[src/rtl/vscale_pkg.sv]
package vscale_pkg;

    localparam int LVL_W     = 4;
    localparam int ITER_W    = 8;
    localparam int MV_BASE   = 400;
    localparam int MV_STEP   = 50;

    localparam logic [LVL_W-1:0]  LVL_TOP    = 4'd14;
    localparam logic [LVL_W-1:0]  LVL_BOTTOM = 4'd0;
    localparam logic [ITER_W-1:0] ITER_LIMIT = 8'd11;

    typedef enum logic [1:0] {
        CMD_HOLD = 2'd0,
        CMD_UP   = 2'd1,
        CMD_DOWN = 2'd2
    } vcmd_e;

    typedef struct packed {
        logic              syn_zero;
        logic [ITER_W-1:0] iters;
    } conv_t;

    function automatic logic [LVL_W-1:0] lvl_next(input logic [LVL_W-1:0] cur,
                                                  input vcmd_e cmd);
        logic [LVL_W-1:0] nxt;
        nxt = cur;
        if (cmd == CMD_UP && cur != LVL_TOP)
            nxt = cur + 1'b1;
        else if (cmd == CMD_DOWN && cur != LVL_BOTTOM)
            nxt = cur - 1'b1;
        return nxt;
    endfunction

    function automatic int lvl_to_mv(input logic [LVL_W-1:0] lvl);
        return MV_BASE + MV_STEP * int'(lvl);
    endfunction

endpackage

[src/rtl/vctl_slack_cmp.sv]
module vctl_slack_cmp
    import vscale_pkg::*;
#(
    parameter int TIME_W = 16
) (
    input  logic [ITER_W-1:0] iters,
    input  logic [TIME_W-1:0] dur,
    input  logic [TIME_W-1:0] slack,
    output logic              room
);
    localparam int PROD_W = TIME_W + ITER_W;

    logic [PROD_W-1:0] slack_x_iter;
    logic [PROD_W-1:0] dur_ext;

    // slack > floor(dur/iters)  <=>  slack*iters > dur, for iters > 0
    always_comb begin
        slack_x_iter = {{ITER_W{1'b0}}, slack} * {{TIME_W{1'b0}}, iters};
        dur_ext      = {{ITER_W{1'b0}}, dur};
        room         = (iters != '0) && (slack_x_iter > dur_ext);
    end

endmodule

[src/rtl/vctl_decide.sv]
module vctl_decide
    import vscale_pkg::*;
(
    input  conv_t conv,
    input  logic  room,
    output vcmd_e cmd
);
    always_comb begin
        if (!conv.syn_zero && conv.iters < ITER_LIMIT)
            cmd = CMD_UP;
        else if (room)
            cmd = CMD_DOWN;
        else
            cmd = CMD_HOLD;
    end

endmodule

[src/rtl/vctl_level.sv]
module vctl_level
    import vscale_pkg::*;
(
    input  logic             clk,
    input  logic             rst,
    input  logic             en,
    input  vcmd_e            cmd,
    output logic [LVL_W-1:0] lvl
);
    always_ff @(posedge clk) begin
        if (rst)
            lvl <= LVL_TOP;
        else if (en)
            lvl <= lvl_next(lvl, cmd);
    end

    p_level_range_r8: assert property (@(posedge clk) disable iff (rst)
        lvl <= LVL_TOP);

    p_idle_stable_r7: assert property (@(posedge clk) disable iff (rst)
        !en |=> $stable(lvl));

endmodule

[src/rtl/slack_vctl.sv]
module slack_vctl
    import vscale_pkg::*;
#(
    parameter int TIME_W = 16
) (
    input  logic              clk,
    input  logic              rst,
    input  logic              frame_done,
    input  logic              syn_zero,
    input  logic [7:0]        iter_count,
    input  logic [TIME_W-1:0] dur_time,
    input  logic [TIME_W-1:0] slack_time,
    output logic              step_up,
    output logic              step_down,
    output logic              step_hold,
    output logic [3:0]        level
);
    conv_t conv;
    logic  room;
    vcmd_e cmd;

    assign conv.syn_zero = syn_zero;
    assign conv.iters    = iter_count;

    vctl_slack_cmp #(.TIME_W(TIME_W)) u_cmp (
        .iters (iter_count),
        .dur   (dur_time),
        .slack (slack_time),
        .room  (room)
    );

    vctl_decide u_dec (
        .conv (conv),
        .room (room),
        .cmd  (cmd)
    );

    vctl_level u_lvl (
        .clk (clk),
        .rst (rst),
        .en  (frame_done),
        .cmd (cmd),
        .lvl (level)
    );

    always_ff @(posedge clk) begin
        if (rst) begin
            step_up   <= 1'b0;
            step_down <= 1'b0;
            step_hold <= 1'b0;
        end else begin
            step_up   <= frame_done && (cmd == CMD_UP);
            step_down <= frame_done && (cmd == CMD_DOWN);
            step_hold <= frame_done && (cmd == CMD_HOLD);
        end
    end

    p_one_cmd_r7: assert property (@(posedge clk) disable iff (rst)
        $onehot0({step_up, step_down, step_hold}));

    p_pulse_after_done_r7: assert property (@(posedge clk) disable iff (rst)
        frame_done |=> (step_up || step_down || step_hold));

    p_no_up_on_zero_r3: assert property (@(posedge clk) disable iff (rst)
        (frame_done && syn_zero) |=> !step_up);

    p_up_below_limit_r2: assert property (@(posedge clk) disable iff (rst)
        (frame_done && !syn_zero && iter_count < ITER_LIMIT) |=> step_up);

    p_zero_iter_no_down_r5: assert property (@(posedge clk) disable iff (rst)
        (frame_done && iter_count == 8'd0) |=> !step_down);

    p_up_moves_level_r2: assert property (@(posedge clk) disable iff (rst)
        step_up |-> (level == $past(level) + 4'd1) ||
                    (level == LVL_TOP && $past(level) == LVL_TOP));

    p_down_moves_level_r6: assert property (@(posedge clk) disable iff (rst)
        step_down |-> (level == $past(level) - 4'd1) ||
                      (level == LVL_BOTTOM && $past(level) == LVL_BOTTOM));

endmodule

[config.mk]
export PLATFORM = sky130hd
export DESIGN_NAME = slack_vctl
export DESIGN_NICKNAME = d
export VERILOG_FILES = /design/src/rtl/vscale_pkg.sv /design/src/rtl/vctl_slack_cmp.sv /design/src/rtl/vctl_decide.sv /design/src/rtl/vctl_level.sv /design/src/rtl/slack_vctl.sv
export SDC_FILE = /design/constraint.sdc
export NUM_CORES = 1
export LEC_CHECK = 0
export ABC_AREA = 1
export ABC_CLOCK_PERIOD_IN_PS = 12800
export BUFFER_PORTS_ARGS = -buffer_cell sky130_fd_sc_hd__buf_2
export CORE_AREA = 2 2 109 122
export CTS_CLUSTER_SIZE = 14
export DETAILED_ROUTE_END_ITERATION = 7
export DIE_AREA = 0 0 111 124
export GPL_ROUTABILITY_DRIVEN = 1
export PLACE_DENSITY = 0.62
export SLEW_MARGIN = 15
export SYNTH_ARGS = -nofsm -noshare
export SYNTH_HDL_FRONTEND = slang
export SYNTH_SLANG_ARGS = --single-unit
export TNS_END_PERCENT = 5
[constraint.sdc]
create_clock -name clk -period 12.8 [get_ports clk]
set_input_delay 1.28 -clock clk [delete_from_list [all_inputs] [get_ports clk]]
set_output_delay 1.28 -clock clk [all_outputs]
set_load 0.01 [all_outputs]
==> run summary, run 1 <==
main combinational cell family by area after synthesis: adder cells
Final TNS setup: 0 ns
Syn-to-layout area delta: 7.27%
pin count of the biggest net entering global routing: 19
distinct cell type count of the synthesized netlist: 31
leftover overflow at the end of global routing: 0
dominant delay contributor by cell family on the critical path: adder cells
Std-Cell Core Area: 12400 um2
number of port buffers: 50
DRT Pass-1 Iters: 5
synthesized-area fraction occupied by adder cells: 44.6%
detailed placement HPWL: 10400 um
area of the mapped netlist: 5560 um2
instance count of the mapped netlist: 855
element type at the critical path start: input pin
combined area of the multi-input logic cells: 4260 um2
maximum single-stage delay on the critical path: 0.54 ns
antenna violations before repair: 0
asr flop ratio synth: 0%
via-per-instance ratio: 4.64
VDD IR-drop max: 81.9 uV
die extent in x: 111 um
Critical Path Slowest Stage Cell: sky130_fd_sc_hd__fa_1
clock-pin slew reported for the worst setup and hold paths after clock tree synthesis: 0.03 ns
Final Wtd Congestion: 0.863
Post-Synth XOR/XNOR Area: 2.36%
CTS buffer count: 3
slew at the pin closest to its max-slew limit: 0.747 ns
CTS H-tree lvls: 1
GR Util All Layers: 17.9%
cts repair resizes: 0
sequential cell area in the final layout: 140 um2
vias post-DR: 4796
reported leakage power: 4.11 nW
Req. time, crit path: 12.92 ns
Synth area leader: sky130_fd_sc_hd__fa_1
Finished Core Util: 48.0%
Most used DFF post-synth: sky130_fd_sc_hd__dfxtp_1
total power per unit cell area: 180 nW/um2
data arrival time of the critical path: 6.71 ns
number of synthesized flops with an enable pin: 0
Post-CTS Repair Setup Buffers: 0
maximum net fanout on the critical path: 17
number of antenna repair diodes: 0
later-pin clock latency in the skew report: 0.23 ns
WL/cell: 11.7 um
total number of clock tree sinks: 7
setup violators final: 0
aggregate routed wire length: 12100 um
cell with the most instances after synthesis: sky130_fd_sc_hd__inv_1
most numerous cell types in the synthesized netlist: sky130_fd_sc_hd__inv_1 (275), sky130_fd_sc_hd__nand2_1 (248), sky130_fd_sc_hd__fa_1 (85), sky130_fd_sc_hd__ha_1 (62), sky130_fd_sc_hd__clkbuf_1 (29)
clock tree from TritonCTS: built
Hold WC Path Type: register to register
RSZ-0062 raised after global routing: no
layout filler cell count: 1330
Max Slew Vio Count: 0
highest clock rate: 152 MHz
Hold Violations, Final: 0
top post-synthesis cells by area: sky130_fd_sc_hd__fa_1 (31%), sky130_fd_sc_hd__inv_1 (19%), sky130_fd_sc_hd__nand2_1 (17%)
die area: 13800 um2
Die Height: 124 um
Buffers & Inverters on Critical Path: 5
post-synthesis compound-gate area fraction: 3.67%
outcome: finished, final reports clean
starting density of the core: 44.7%
final net count: 1069
final period utilization: 51.5%
register bit total from synthesis: 7
hold bufs inserted after CTS: 0
deepest clock path buffer count: 2
fraction of final layout cells with drive strength greater than 1: 8.89%
number of max-cap violations: 0
syn_nets: 1046
maximum clock skew at final layout: 0.0000693 ns
# rows: 43
simple-gate share of the synthesized area: 26.1%
register area share after synthesis: 2.52%
I/O pin total: 51
element type at the critical path end: register
category of the most critical setup path: input pin to register
clock tree root driver cell: sky130_fd_sc_hd__clkbuf_16
max_slew headroom: 49.7%
critical path's most frequent cell: sky130_fd_sc_hd__nand2_1
via count of the first global-routing pass: 4582
final critical-path required period: 6.59 ns
multiplexer fraction of the synthesized cell area: 0%
wire length of the first global-routing pass: 20500 um
number of antenna-violating nets in the routed design: 0
synthesized area per cell: 6.50 um2
Yosys warnings: 0
number of DRC violations after detailed-routing iteration 0: 224
remaining design rule violation count: 0
portion of synthesized cell area occupied by the leading cell type: 30.6%
cells by family after synthesis:
kind of cell / count (synthesis)
buf+inv: 308
flops: 7
simple gates: 340
fa+ha+maj: 147
compound gates: 38
xor+xnor: 15
per-stage QoR:
stage / hold WS, ns / power [mW] / setup WS [ns] / cells / instance area [um2]
floorplan: 0.513 / 0.814 / 6.34 / 855 / 5560
global placement: 0.510 / 1.03 / 6.08 / 1030 / 5880
detailed placement: 0.519 / 1.03 / 5.96 / 1030 / 5880
CTS: 0.525 / 1.09 / 6.19 / 1034 / 5960
global route: 0.537 / 1.24 / 5.79 / 1034 / 5960
finish: 0.523 / 1.07 / 6.21 / 1034 / 5960
registers in the layout, indices dropped and copies added, names as in the netlist:
signal,count
u_lvl.lvl,4
step_down,1
step_hold,1
step_up,1
path summary, 6_finish.rpt:
| path | startpoint | endpoint | slack (ns) | cells after the start |
|---|---|---|---|---|
| worst max-delay path | iter_count[6] | u_lvl.lvl[0] | 6.21 | 30 |
| worst min-delay path | u_lvl.lvl[3] | u_lvl.lvl[3] | 0.52 | 2 |
| worst max register to register | u_lvl.lvl[1] | u_lvl.lvl[3] | 10.45 | 9 |
| worst min register to register | u_lvl.lvl[3] | u_lvl.lvl[3] | 0.52 | 2 |
metal layers:
metal  vias to the layer above  GRT usage (%)  routed length [um]
li1                       2463              -                   -
met1                      2234           22.7                5290
met2                        85           34.9                6330
met3                        14          0.730                 305
met4                         0           2.34                 144
met5                         -              0                   0
placed cells by master (no fill, tap or decap), types with 4 or more instances in the layout:
| master | netlist | layout |
|---|---|---|
| sky130_fd_sc_hd__fa_1 | 85 | 85 |
| sky130_fd_sc_hd__nor2_1 | 25 | 25 |
| sky130_fd_sc_hd__nand3_2 | 6 | 6 |
| sky130_fd_sc_hd__nand4_1 | 4 | 4 |
| sky130_fd_sc_hd__buf_2 | 1 | 50 |
| sky130_fd_sc_hd__ha_1 | 62 | 62 |
| sky130_fd_sc_hd__dfxtp_1 | 7 | 7 |
| sky130_fd_sc_hd__nand2_2 | 11 | 11 |
| sky130_fd_sc_hd__o21ai_0 | 7 | 7 |
| sky130_fd_sc_hd__xor2_1 | 12 | 12 |
| sky130_fd_sc_hd__a21oi_1 | 26 | 26 |
| sky130_fd_sc_hd__nand2_1 | 248 | 248 |
| sky130_fd_sc_hd__nor3_1 | 6 | 6 |
| sky130_fd_sc_hd__nand3_1 | 24 | 24 |
| sky130_fd_sc_hd__inv_1 | 275 | 275 |
tightest hold or removal path: stages, from the launching register on:
cell and delay, ns:
sky130_fd_sc_hd__dfxtp_1 0.33, sky130_fd_sc_hd__nand2_1 0.08, sky130_fd_sc_hd__nand3_1 0.06
final cells by class:
| cell class | instances | share of cell area [%] |
|---|---|---|
| Multi-Input combinational cell | 540 | 71.5 |
| Inverter | 276 | 17.4 |
| Timing Repair Buffer | 50 | 4.20 |
| Tap cell | 157 | 3.29 |
| Sequential cell | 7 | 2.35 |
| Clock buffer | 4 | 1.32 |
power by group:
part / leakage [nW] / switching, mW / internal (mW) / total [mW]
sequential: 0.0578 / 0.00350 / 0.0244 / 0.0279
clock: 0.0382 / 0.0112 / 0.0414 / 0.0526
combinational: 4.01 / 0.618 / 0.373 / 0.991
total: 4.11 / 0.633 / 0.439 / 1.07
Power figures use the tool's default switching activity.
==> inputs of run 2 (changes only) <==
--- a/config.mk
+++ b/config.mk
@@ -6,7 +6,7 @@
 export NUM_CORES = 1
 export LEC_CHECK = 0
 export ABC_AREA = 1
-export ABC_CLOCK_PERIOD_IN_PS = 12800
+export ABC_CLOCK_PERIOD_IN_PS = 6600
 export BUFFER_PORTS_ARGS = -buffer_cell sky130_fd_sc_hd__buf_2
 export CORE_AREA = 2 2 109 122
 export CTS_CLUSTER_SIZE = 14
==> constraint.sdc (replaced) <==
create_clock -name clk -period 6.6 [get_ports clk]
set_input_delay 0.66 -clock clk [delete_from_list [all_inputs] [get_ports clk]]
set_output_delay 0.66 -clock clk [all_outputs]
set_load 0.01 [all_outputs]
==> run 2 against run 1 <==
Net effect:
- non-clock buffer count stayed put
- worst hold slack got worse by 0.011 ns
- clock-buffer cell count unchanged
- final area did not move
- largest power group unchanged
==> run summary, run 2 (synthesis results as in run 1) <==
reported leakage power: 4.11 nW
highest clock rate: 168 MHz
GR Util All Layers: 18.3%
data arrival time of the critical path: 6.09 ns
Die Height: 124 um
hold bufs inserted after CTS: 0
sequential cell area in the final layout: 140 um2
final period utilization: 90.4%
sequential power share: 2.6%
number of antenna repair diodes: 0
final net count: 1069
Switching Fraction: 58.9%
starting density of the core: 44.7%
Gate power share: 92.5%
number of DRC violations after detailed-routing iteration 0: 202
clock tree root driver cell: sky130_fd_sc_hd__clkbuf_16
internal power component: 0.851 mW
setup violators final: 0
RSZ-0062 raised after global routing: no
total number of clock tree sinks: 7
WL/cell: 11.6 um
maximum clock skew at final layout: 0.000919 ns
outcome: finished, final reports clean
combined area of the multi-input logic cells: 4260 um2
maximum single-stage delay on the critical path: 0.55 ns
layout filler cell count: 1321
maximum net fanout on the critical path: 17
cts repair resizes: 0
leftover overflow at the end of global routing: 0
Hold WC Path Type: register to register
wire length of the first global-routing pass: 21000 um
later-pin clock latency in the skew report: 0.23 ns
number of max-cap violations: 0
Post-DP Area: 5880 um2
final critical-path required period: 5.96 ns
most common cell after layout, fill and taps aside: sky130_fd_sc_hd__inv_1
Final Wtd Congestion: 0.864
I/O pin total: 51
commonest non-fill, non-tap cells in the layout: sky130_fd_sc_hd__inv_1 (275), sky130_fd_sc_hd__nand2_1 (248), sky130_fd_sc_hd__fa_1 (85)
clock tree from TritonCTS: built
remaining design rule violation count: 0
number of antenna-violating nets in the routed design: 0
detailed placement HPWL: 10500 um
Max Slew Vio Count: 0
Hold Violations, Final: 0
critical path's most frequent cell: sky130_fd_sc_hd__nand2_1
max_slew headroom: 50.6%
fraction of final layout cells with drive strength greater than 1: 8.89%
DRT Pass-1 Iters: 4
Req. time, crit path: 6.72 ns
VDD IR-drop max: 167 uV
aggregate routed wire length: 12000 um
element type at the critical path end: register
slew at the pin closest to its max-slew limit: 0.734 ns
net switching power of the design: 1.22 mW
share of total power in the clock network: 4.9%
antenna violations before repair: 0
category of the most critical setup path: input pin to register
final instance area: 5960 um2
deepest clock path buffer count: 2
Post-CTS Repair Setup Buffers: 0
via-per-instance ratio: 4.58
Std-Cell Core Area: 12400 um2
CTS H-tree lvls: 1
Syn-to-layout area delta: 7.27%
Final TNS setup: 0 ns
Biggest register: u_lvl.lvl
die area: 13800 um2
vias post-DR: 4736
clock-pin slew reported for the worst setup and hold paths after clock tree synthesis: 0.03 ns
number of flip-flops in the largest register: 4
Critical Path Slowest Stage Cell: sky130_fd_sc_hd__fa_1
element type at the critical path start: input pin
total power per unit cell area: 347 nW/um2
pin count of the biggest net entering global routing: 19
die extent in x: 111 um
via count of the first global-routing pass: 4645
CTS buffer count: 3
# rows: 43
number of port buffers: 50
==> run 2: cell counts in the layout (fill, tap and decap cells not counted) <==
No cell type changed its count.
==> run 2: routing by layer <==
metal  vias up  GRT usage [%]  part of all wire [%]
met2        58           35.2                    54
met1      2202           23.6                    43
met3         9           1.02                   2.5
met4         0           1.80                  0.68
li1       2467              -                     -
met5         -              0                     0
==> run 2: power groups by stage <==
stage / Combinational, mW / Clock, mW / Sequential [mW]
2_1_floorplan: 1.52 / 0 / 0.0555
3_3_place_gp: 1.93 / 0 / 0.0549
3_5_place_dp: 1.94 / 0 / 0.0548
4_1_cts: 1.95 / 0.103 / 0.0542
5_1_grt: 2.24 / 0.105 / 0.0550
6_report: 1.91 / 0.102 / 0.0541
==> run 2: critical path: cells and delay by family <==
kind | cells | cell delay [ns]
adders and majority gates | 6 | 2.72
and+or+nand+nor | 15 | 1.43
buffers and inverters | 5 | 0.56
AOI/OAI and AO/OA | 3 | 0.61
xor gates and xnor gates | 1 | 0.10
==> run 2: cell type report <==
type | instances | share of cell area [%]
clock buffers | 4 | 1.32
inverters | 276 | 17.4
multi-input cells | 540 | 71.5
flip-flops and latches | 7 | 2.35
well taps | 157 | 3.29
repair buffers | 50 | 4.20
==> run 2: final timing paths <==
kind / startpoint / end / slack (ns) / depth (start not counted)
setup / recovery: iter_count[6] / u_lvl.lvl[0] / 0.64 / 30
setup reg to reg: u_lvl.lvl[1] / u_lvl.lvl[3] / 4.27 / 9
hold / removal: u_lvl.lvl[3] / u_lvl.lvl[3] / 0.51 / 2
hold reg to reg: u_lvl.lvl[3] / u_lvl.lvl[3] / 0.51 / 2
==> run 2: through the flow <==
step | hold slack [ns] | power (mW) | util [%] | setup slack (ns) | instances
2_1_floorplan | 0.513 | 1.58 | - | 0.757 | 855
3_3_place_gp | 0.510 | 1.99 | 47.3 | 0.498 | 1030
3_5_place_dp | 0.513 | 1.99 | 47.3 | 0.376 | 1030
4_1_cts | 0.519 | 2.11 | 48.0 | 0.594 | 1034
5_1_grt | 0.532 | 2.40 | 48.0 | 0.189 | 1034
6_report | 0.511 | 2.07 | 48.0 | 0.636 | 1034
==> inputs of run 3 (changes only) <==
--- a/config.mk
+++ b/config.mk
@@ -5,13 +5,12 @@
 export SDC_FILE = /design/constraint.sdc
 export NUM_CORES = 1
 export LEC_CHECK = 0
-export ABC_AREA = 1
 export ABC_CLOCK_PERIOD_IN_PS = 6600
 export BUFFER_PORTS_ARGS = -buffer_cell sky130_fd_sc_hd__buf_2
-export CORE_AREA = 2 2 109 122
+export CORE_AREA = 2 2 104 117
 export CTS_CLUSTER_SIZE = 14
 export DETAILED_ROUTE_END_ITERATION = 7
-export DIE_AREA = 0 0 111 124
+export DIE_AREA = 0 0 106 119
 export GPL_ROUTABILITY_DRIVEN = 1
 export PLACE_DENSITY = 0.62
 export SLEW_MARGIN = 15
==> run 3 against run 2 <==
Net effect:
- clock-buffer cell count unchanged
- routed wire length decreased by 2.8%
- combinational power increased by 27%
- synthesized cell count decreased by 31%
- setup slack got worse by 0.48 ns
- critical path depth decreased by 5
- first-iteration DRC count decreased by 16%
- final cell count decreased by 17%
- worst hold slack improved by 0.045 ns
- clock power about the same
- final area increased by 5.2%
- clock skew increased by 0.00078 ns
- highest routed layer unchanged
==> run summary, run 3 <==
setup violators final: 0
Final WS setup: 0.152 ns
portion of synthesized cell area occupied by the leading cell type: 33.7%
clock tree from TritonCTS: built
Biggest register: u_lvl.lvl
CTS H-tree lvls: 1
slew at the pin closest to its max-slew limit: 0.557 ns
Syn-to-layout area delta: 24.4%
DRT Pass-1 Iters: 4
Synth area leader: sky130_fd_sc_hd__fa_1
most common cell after layout, fill and taps aside: sky130_fd_sc_hd__inv_1
distinct cell type count of the synthesized netlist: 56
die area: 12600 um2
Die Height: 119 um
leftover overflow at the end of global routing: 0
wire length of the first global-routing pass: 19700 um
I/O pin total: 51
deepest clock path buffer count: 2
layout filler cell count: 1121
element type at the critical path end: register
data arrival time of the critical path: 6.56 ns
outcome: finished, final reports clean
Most used DFF post-synth: sky130_fd_sc_hd__dfxtp_1
hold bufs inserted after CTS: 0
number of antenna repair diodes: 0
Std-Cell Core Area: 11600 um2
WL/cell: 13.6 um
via count of the first global-routing pass: 4438
number of DRC violations after detailed-routing iteration 0: 170
GR Util All Layers: 18.6%
final critical-path required period: 6.45 ns
cell with the most instances after synthesis: sky130_fd_sc_hd__inv_1
element type at the critical path start: input pin
syn_nets: 783
Finished Core Util: 54.0%
Final Wtd Congestion: 0.834
starting density of the core: 43.4%
number of max-cap violations: 0
category of the most critical setup path: input pin to register
Hold WC Path Type: register to register
remaining design rule violation count: 0
Yosys warnings: 0
total power per unit cell area: 411 nW/um2
instance count of the mapped netlist: 592
later-pin clock latency in the skew report: 0.23 ns
final period utilization: 97.7%
number of synthesized flops with an enable pin: 0
most numerous cell types in the synthesized netlist: sky130_fd_sc_hd__inv_1 (118), sky130_fd_sc_hd__and2_1 (108), sky130_fd_sc_hd__fa_1 (85), sky130_fd_sc_hd__ha_1 (62), sky130_fd_sc_hd__nand2_1 (44)
final net count: 892
Hold Violations, Final: 0
clock tree root driver cell: sky130_fd_sc_hd__clkbuf_16
antenna violations before repair: 0
Max Slew Vio Count: 0
number of antenna-violating nets in the routed design: 0
VDD IR-drop max: 199 uV
pin count of the biggest net entering global routing: 19
vias post-DR: 4311
asr flop ratio synth: 0%
aggregate routed wire length: 11600 um
final hold slack: 0.556 ns
total number of clock tree sinks: 7
detailed placement HPWL: 9910 um
max_slew headroom: 62.4%
# rows: 42
number of flip-flops in the largest register: 4
maximum clock skew at final layout: 0.00170 ns
reported leakage power: 3.26 nW
register bit total from synthesis: 7
maximum net fanout on the critical path: 7
commonest non-fill, non-tap cells in the layout: sky130_fd_sc_hd__inv_1 (117), sky130_fd_sc_hd__and2_1 (98), sky130_fd_sc_hd__fa_1 (83)
post-route total power: 2.58 mW
CTS buffer count: 3
fraction of final layout cells with drive strength greater than 1: 23.6%
highest clock rate: 155 MHz
synthesized area per cell: 8.52 um2
number of port buffers: 50
top post-synthesis cells by area: sky130_fd_sc_hd__fa_1 (34%), sky130_fd_sc_hd__ha_1 (15%), sky130_fd_sc_hd__and2_1 (13%)
die extent in x: 106 um
area of the mapped netlist: 5040 um2
clock-pin slew reported for the worst setup and hold paths after clock tree synthesis: 0.04 ns
via-per-instance ratio: 5.05
setup slack after placement: -0.286 ns
Req. time, crit path: 6.72 ns
register area share after synthesis: 2.78%
[run 3: cell types whose count changed after synthesis, sizes merged, moves of 13 or more]
cell    before  now
nand2      259   44
inv        276  118
a21o         0   13
nor2        29   16
nand3       30    6
and2         3  109
clkbuf      29   10
[run 3: what timing repair did]
item                                    in CTS  in global routing
gates resized for setup                      1                 75
endpoints found under the setup margin       3                  6
buffers inserted                             0                  6
pin swaps                                    2                 51
[run 3: layer usage]
layer	global-route usage [%]	vias up	share of wire [%]
met1	23.9	2145	43
met2	35.2	62	54
li1	-	2098	-
met4	2.22	0	1.0
met3	0.876	6	1.9
met5	0	-	0
[run 3: area by class of cell]
cell class | count | area, um2 | share of cell area [%]
inverter | 118 | 443 | 7.06
sequential | 7 | 140 | 2.23
multi-input combinational | 455 | 4590 | 73.1
tap | 154 | 193 | 3.07
timing repair buffer | 116 | 831 | 13.2
clock buffer | 4 | 78.8 | 1.26
[run 3: power breakdown]
| part | switching [mW] | internal, mW | leakage [nW] |
|---|---|---|---|
| logic | 1.21 | 1.21 | 3.16 |
| clock network | 0.0240 | 0.0805 | 0.0382 |
| registers | 0.00706 | 0.0477 | 0.0575 |
| total | 1.24 | 1.34 | 3.26 |
[run 3: kinds of logic after synthesis]
group           after synthesis  share of synthesized area [%]
flops                         7                           2.78
xor+xnor                     16                           2.78
fa+ha+maj                   147                           49.1
compound gates               80                           11.3
buf+inv                     130                           9.70
mux                           7                           1.51
simple gates                205                           22.8
[run 3: worst max-delay path: stages]
cell                       delay [ns]
sky130_fd_sc_hd__buf_2           0.12
sky130_fd_sc_hd__buf_4           0.15
sky130_fd_sc_hd__and2_1          0.17
sky130_fd_sc_hd__fa_1            0.46
sky130_fd_sc_hd__fa_1            0.49
sky130_fd_sc_hd__ha_1            0.29
sky130_fd_sc_hd__inv_1           0.06
sky130_fd_sc_hd__fa_1            0.54
sky130_fd_sc_hd__inv_1           0.05
sky130_fd_sc_hd__ha_2            0.30
sky130_fd_sc_hd__a211oi_2        0.25
sky130_fd_sc_hd__o21ai_1         0.13
sky130_fd_sc_hd__buf_4           0.14
sky130_fd_sc_hd__buf_4           0.12
sky130_fd_sc_hd__xor2_1          0.13
sky130_fd_sc_hd__ha_1            0.31
sky130_fd_sc_hd__a21o_1          0.18
sky130_fd_sc_hd__a221o_1         0.33
sky130_fd_sc_hd__a221oi_2        0.26
sky130_fd_sc_hd__o211a_1         0.20
sky130_fd_sc_hd__o21ai_2         0.07
sky130_fd_sc_hd__nor4b_2         0.35
sky130_fd_sc_hd__nand4_2         0.27
sky130_fd_sc_hd__a21oi_4         0.21
sky130_fd_sc_hd__mux2_4          0.31
[run 3: per-stage QoR]
step	TNS, ns	cells	area, um2
floorplan	0	592	5040
global placement	-0.406	844	5890
detailed placement	-1.05	844	5890
CTS	0	848	5970
global route	-0.151	854	6270
finish	0	854	6270
[run 3: worst paths after layout]
kind / startpoint / end / slack (ns) / cells after the start
min: u_lvl.lvl[3] / u_lvl.lvl[3] / 0.56 / 2
min reg2reg: u_lvl.lvl[3] / u_lvl.lvl[3] / 0.56 / 2
max reg2reg: u_lvl.lvl[0] / u_lvl.lvl[3] / 4.60 / 8
max: slack_time[0] / u_lvl.lvl[0] / 0.15 / 25
